## config.mk

```make
export PLATFORM = sky130hd
export DESIGN_NAME = ileave_collector
export DESIGN_NICKNAME = d
export VERILOG_FILES = /design/src/rtl/ilv_pkg.sv /design/src/rtl/ilv_phase_gen.sv /design/src/rtl/ilv_steer.sv /design/src/rtl/ilv_pack_buf.sv /design/src/rtl/ileave_collector.sv
export SDC_FILE = /design/constraint.sdc
export NUM_CORES = 1
export LEC_CHECK = 0
export BUFFER_PORTS_ARGS = -buffer_cell sky130_fd_sc_hd__buf_2
export CAP_MARGIN = 10
export CORE_ASPECT_RATIO = 1.5
export CORE_MARGIN = 1.5
export CORE_UTILIZATION = 35
export CTS_BUF_LIST = sky130_fd_sc_hd__clkbuf_4
export DETAILED_ROUTE_END_ITERATION = 10
export GPL_ROUTABILITY_DRIVEN = 1
export PLACE_DENSITY_LB_ADDON = 0.12
export SLEW_MARGIN = 10
export SYNTH_ARGS = -nofsm -noshare
export SYNTH_HDL_FRONTEND = slang
export SYNTH_HIERARCHICAL = 1
export SYNTH_SLANG_ARGS = --single-unit
```

## constraint.sdc

```tcl
create_clock -name clk -period 3.7 [get_ports clk]
set_input_delay 0.74 -clock clk [delete_from_list [all_inputs] [get_ports clk]]
set_output_delay 0.74 -clock clk [all_outputs]
set_load 0.1 [all_outputs]
```

## src/rtl/ilv_pkg.sv

```systemverilog
package ilv_pkg;
    typedef enum logic {
        SRC_A = 1'b0,
        SRC_B = 1'b1
    } src_e;
endpackage

```

## src/rtl/ilv_phase_gen.sv

```systemverilog
module ilv_phase_gen #(
    parameter int DIV_HALF = 50
) (
    input  logic clk,
    input  logic rst,
    output logic trig_a_o,
    output logic trig_b_o
);
    localparam int CW = $clog2(DIV_HALF + 1);
    localparam logic [CW-1:0] LAST = CW'(DIV_HALF - 1);

    typedef struct packed {
        logic [CW-1:0] cnt;
        logic          phase;
        logic          trig_a;
        logic          trig_b;
    } st_t;

    st_t st_d, st_q;
    logic wrap;

    always_comb begin
        st_d          = st_q;
        wrap          = (st_q.cnt == LAST);
        st_d.cnt      = wrap ? '0 : st_q.cnt + 1'b1;
        st_d.phase    = st_q.phase ^ wrap;
        // rising transition of the divided clock starts A, falling starts B
        st_d.trig_a   = wrap & ~st_q.phase;
        st_d.trig_b   = wrap &  st_q.phase;
    end

    always_ff @(posedge clk) begin
        if (rst) st_q <= '0;
        else     st_q <= st_d;
    end

    assign trig_a_o = st_q.trig_a;
    assign trig_b_o = st_q.trig_b;
endmodule

```

## src/rtl/ilv_steer.sv

```systemverilog
module ilv_steer
    import ilv_pkg::*;
#(
    parameter int DATA_W = 8
) (
    input  logic              clk,
    input  logic              rst,
    input  logic              a_eoc_i,
    input  logic [DATA_W-1:0] a_data_i,
    input  logic              b_eoc_i,
    input  logic [DATA_W-1:0] b_data_i,
    output logic              push_o,
    output logic [DATA_W-1:0] push_data_o,
    output src_e              push_src_o,
    output logic              order_err_o
);
    typedef struct packed {
        src_e sel;
        logic err;
    } st_t;

    st_t  st_d, st_q;
    logic exp_eoc, stray_eoc;

    always_comb begin
        st_d        = st_q;
        exp_eoc     = (st_q.sel == SRC_B) ? b_eoc_i : a_eoc_i;
        stray_eoc   = (st_q.sel == SRC_B) ? a_eoc_i : b_eoc_i;
        push_o      = exp_eoc;
        push_data_o = (st_q.sel == SRC_B) ? b_data_i : a_data_i;
        push_src_o  = st_q.sel;
        if (exp_eoc) st_d.sel = (st_q.sel == SRC_A) ? SRC_B : SRC_A;
        st_d.err    = st_q.err | stray_eoc;
    end

    always_ff @(posedge clk) begin
        if (rst) st_q <= '{sel: SRC_A, err: 1'b0};
        else     st_q <= st_d;
    end

    assign order_err_o = st_q.err;
endmodule

```

## src/rtl/ilv_pack_buf.sv

```systemverilog
module ilv_pack_buf
    import ilv_pkg::*;
#(
    parameter int DATA_W = 8,
    parameter int DEPTH  = 4
) (
    input  logic                    clk,
    input  logic                    rst,
    input  logic                    push_i,
    input  logic [DATA_W-1:0]       push_data_i,
    input  src_e                    push_src_i,
    input  logic                    ack_i,
    output logic                    req_o,
    output logic [DEPTH*DATA_W-1:0] data_o,
    output logic [DEPTH-1:0]        tag_o,
    output logic                    ovf_o
);
    localparam int CW = $clog2(DEPTH + 1);
    localparam logic [CW-1:0] FULL_CNT = CW'(DEPTH);

    typedef struct packed {
        logic [CW-1:0]                cnt;
        logic [DEPTH-1:0][DATA_W-1:0] slot;
        logic [DEPTH-1:0]             tag;
        logic                         ovf;
    } st_t;

    st_t           st_d, st_q;
    logic          full;
    logic [CW-1:0] base;

    always_comb begin
        st_d = st_q;
        full = (st_q.cnt == FULL_CNT);
        base = (full && ack_i) ? '0 : st_q.cnt;
        st_d.cnt = base;
        if (push_i) begin
            if (base == FULL_CNT) begin
                st_d.ovf = 1'b1;
            end else begin
                for (int k = 0; k < DEPTH; k++) begin
                    if (base == CW'(k)) begin
                        st_d.slot[k] = push_data_i;
                        st_d.tag[k]  = (push_src_i == SRC_B);
                    end
                end
                st_d.cnt = base + 1'b1;
            end
        end
    end

    always_ff @(posedge clk) begin
        if (rst) st_q <= '0;
        else     st_q <= st_d;
    end

    assign req_o  = (st_q.cnt == FULL_CNT);
    assign data_o = st_q.slot;
    assign tag_o  = st_q.tag;
    assign ovf_o  = st_q.ovf;
endmodule

```

## src/rtl/ileave_collector.sv

```systemverilog
module ileave_collector
    import ilv_pkg::*;
#(
    parameter int DATA_W    = 8,
    parameter int DIV_HALF  = 50,
    parameter int BUF_DEPTH = 4
) (
    input  logic                        clk,
    input  logic                        rst,
    output logic                        trig_a_o,
    output logic                        trig_b_o,
    input  logic                        a_eoc_i,
    input  logic [DATA_W-1:0]           a_data_i,
    input  logic                        b_eoc_i,
    input  logic [DATA_W-1:0]           b_data_i,
    output logic                        xfer_req_o,
    input  logic                        xfer_ack_i,
    output logic [BUF_DEPTH*DATA_W-1:0] buf_data_o,
    output logic [BUF_DEPTH-1:0]        buf_tag_o,
    output logic                        order_err_o,
    output logic                        overflow_o
);
    logic              push;
    logic [DATA_W-1:0] push_data;
    src_e              push_src;

    ilv_phase_gen #(.DIV_HALF(DIV_HALF)) phase_i (
        .clk      (clk),
        .rst      (rst),
        .trig_a_o (trig_a_o),
        .trig_b_o (trig_b_o)
    );

    ilv_steer #(.DATA_W(DATA_W)) steer_i (
        .clk         (clk),
        .rst         (rst),
        .a_eoc_i     (a_eoc_i),
        .a_data_i    (a_data_i),
        .b_eoc_i     (b_eoc_i),
        .b_data_i    (b_data_i),
        .push_o      (push),
        .push_data_o (push_data),
        .push_src_o  (push_src),
        .order_err_o (order_err_o)
    );

    ilv_pack_buf #(.DATA_W(DATA_W), .DEPTH(BUF_DEPTH)) buf_i (
        .clk         (clk),
        .rst         (rst),
        .push_i      (push),
        .push_data_i (push_data),
        .push_src_i  (push_src),
        .ack_i       (xfer_ack_i),
        .req_o       (xfer_req_o),
        .data_o      (buf_data_o),
        .tag_o       (buf_tag_o),
        .ovf_o       (overflow_o)
    );
endmodule

```

==> results.md <==
- CTS tree: built
- Ys Warns: 6
- Routed Antenna Nets: 0
- Die X: 72.49 µm
- Setup crit start: buf_i/st_q[37]
- Yosys top cell area share: 40.28%
- CP Capture Type: output port
- Final setup fails: 0
- Worst slew margin: 44.44%
- Fin cells: 362
- Worst r2r dst: buf_i/data_o[20]
- FMAX: 408.4 MHz
- Clock power share: 26.6%
- CTS-repair resized insts: 0
- Max_cap viols: 0
- Clock slew at reported path FFs: 140 ps
- # IOs: 62
- Clk_skew: 14.25 ps
- Hold WC Path Type: register to register
- Cell type with the largest total area after synthesis: dfxtp_1
- P_int: 0.0007858 W
- Worst path cell trace: inv_1 > ha_1 > nand2_1 > inv_1 > buf_2
- Average size of a mapped cell: 9.602 µm²
- Vias in the first global route: 1,623
- Hold EP: buf_i/data_o[27]
- WL final: 5.072 mm
- Max H-tree Level: 2
- HP Start: buf_i/data_o[27]
- Area grow syn2layout: 5.578%
- Critical path class: register to output port
- Top_reg_cell synth: dfxtp_1
- Initial Util: 36.50%
- R2R Setup Slk: 1730 ps
- Final hold vios: 0
- Final period util: 66.18%
- Layout cell share with drive strength beyond 1: 28.52%
- Switch share: 32.85%
- Clock Path Buffers: 2
- Nets: 314
- FF/Latch Area: 1021 µm²
- RSZ-0062 raised after global routing: false
- Post-synth EDFFs: 0
- WP data required: 2960 ps
- First-pass GRT wire length: 8.079 mm
- Core Rows: 37
- Crit-path most repeated cell: inv_1
- Max incr delay on CP: 410 ps
- Total CTS buffers: 5
- Congestion Overflow GR: 0
- DR vias/cell: 4.691
- Worst-margin pin slew: 833.3 ps
- CP max stage cell: buf_2
- Largest delay share family, worst path: buffers and inverters
- Starting DRC count in detailed routing: 64
- Pin count of the biggest net entering global routing: 57
- Reg-to-reg startpoint: steer_i/push_src_o
- # DRC: 0
- Sink Count: 51
- Worst setup SP type: register
- Core area: 6944 µm²
- Drt pass-1 iters: 4
- Die H: 107.2 µm
- Post-CTS Setup Bufs: 0
- Peak VDD IR: 0.0001960 V
- Die area: 7773 µm²
- Initial antenna violation count: 0
- Status: completed
- CP Data Arrival Time: 1710 ps
- Reg power frac: 50.5%
- Synth top area cells: dfxtp_1 40%, buf_4 11%, mux2i_1 11%
- Root Buffer: clkbuf_4
- Total GRT Usage: 13.55%
- Hold_buf cts: 0
- Routability cong.: 0.7208
- Port buffer count: 61
- HPWL after DPL: 3.801 mm
- Buffer and inverter count on the worst path: 3
- LEAKAGE: 1.275 nW
- Final Slew Violations: 0
- Routed wire per std cell: 14.01 µm
- Comb pwr share: 22.9%
- Register area share after synthesis: 40.28%
- Setup TNS: 0 ps
- Worst-case reg-to-reg path depth: 4
- NetSw: 0.0003844 W
- Mapped Nets: 294
- Hold path depth: 2
- Critical path peak fanout: 6
- Post-synth ARST share: 0%
- Post-Synthesis Cell Area: 2535 µm²
- Placed Cells: 355
- Unique cell type count in the Yosys netlist: 32
- Vias: 1,698
- Power density over the cells: 437.2 nW/µm²
- Fin crit period: 2449 ps
- Multi-input logic area: 1144 µm²
- Antenna diode count: 0
- Syn Inst Count: 264
- Fillers: 739
- #FFs+latches synth: 51
- Crit. path cell count: 5
- Clock Latency Late Sink: 360 ps
[synthesized netlist by cell type (2+ instances only)]
master,count
a21oi_1,14
buf_4,38
buf_6,2
clkbuf_1,7
dfxtp_1,51
ha_1,9
inv_1,7
mux2_2,8
mux2i_1,28
nand2_1,6
nand2b_1,38
nand3_1,14
nor2_1,9
nor2b_1,3
o21ai_0,11
or2b_1,2
xor2_1,2
[power groups by stage]
| stage | clock network (W) | registers (W) | logic [W] |
|---|---|---|---|
| 4_1_cts | 0.000330 | 0.000592 | 0.000271 |
| 3_3_place_gp | 0 | 0.000604 | 0.000270 |
| 2_1_floorplan | 0 | 0.000605 | 0.000244 |
| 3_5_place_dp | 0 | 0.000604 | 0.000271 |
| 5_1_grt | 0.000352 | 0.000596 | 0.000285 |
| 6_report | 0.000311 | 0.000591 | 0.000268 |
[kinds of logic (layout without fill, tap and decap cells)]
| group | after synthesis | count (layout) | share of synthesized area (%) |
|---|---|---|---|
| muxes | 36 | 36 | 14.61 |
| DFF | 51 | 51 | 40.28 |
| and+or+nand+nor | 78 | 78 | 17.52 |
| xor gates and xnor gates | 3 | 3 | 1.037 |
| buffers and inverters | 56 | 76 | 14.61 |
| adders and majority gates | 9 | 9 | 4.442 |
| AOI/OAI and AO/OA | 31 | 31 | 7.503 |
[layout make-up]
type / instances / share of cell area (%)
Multi-Input combinational cell: 157 / 42.73
Sequential cell: 51 / 38.15
Timing Repair Buffer: 62 / 11.69
Tap cell: 78 / 3.647
Clock buffer: 6 / 1.683
Clock inverter: 1 / 1.122
Inverter: 7 / 0.9818
[routing by layer]
layer  track usage (%)  vias to the layer above  share of wire (%)
li1                  -                      877                  -
met1             15.40                      774                 43
met2             23.61                       41                 50
met3             4.041                        6                6.0
met4             4.852                        0                1.6
met5                 0                        -                  0
[registers in the layout (all words and copies together) (netlist names)]
| register | cells |
|---|---|
| phase_i/trig_a_o | 1 |
| steer_i/push_src_o | 1 |
| buf_i/data_o | 32 |
| buf_i/st_q | 3 |
| steer_i/order_err_o | 1 |
| phase_i/st_q | 7 |
| phase_i/trig_b_o | 1 |
| buf_i/ovf_o | 1 |
| buf_i/tag_o | 4 |
[worst min-delay path, stage by stage, from the launching register on]
cell and delay [ps]:
dfxtp_1 330, nand2b_1 60, mux2i_1 60
[worst max-delay path by stage]
| stage | end | slack [ps] |
|---|---|---|
| floorplan | xfer_req_o | 1600 |
| global placement | buf_i/data_o[19] | 1640 |
| detailed placement | buf_i/data_o[20] | 1630 |
| CTS | xfer_req_o | 1220 |
| global route | xfer_req_o | 1090 |
| finish | xfer_req_o | 1250 |
[cell usage in the layout (no fill, tap or decap), types with 7 or more instances in the layout]
master and count:
a21oi_1 14, buf_2 61, dfxtp_1 51, ha_1 9, inv_1 7, mux2_2 8, mux2i_1 28, nand2b_1 38
nand3_1 14, nor2_1 9, o21ai_0 11
[stage by stage]
| step | utilization (%) | worst slack [ps] | total power [W] | area, µm² | hold slack [ps] |
|---|---|---|---|---|---|
| detailed placement | 37.46 | 1632 | 0.0008749 | 2601 | 457.4 |
| global placement | 37.46 | 1641 | 0.0008745 | 2601 | 446.0 |
| finish | 38.54 | 1251 | 0.001170 | 2676 | 480.3 |
| global route | 38.54 | 1095 | 0.001233 | 2676 | 498.3 |
| CTS | 38.54 | 1219 | 0.001194 | 2676 | 484.8 |
| floorplan | - | 1600 | 0.0008490 | 2535 | 445.4 |
(Power assumes the default switching activity.)
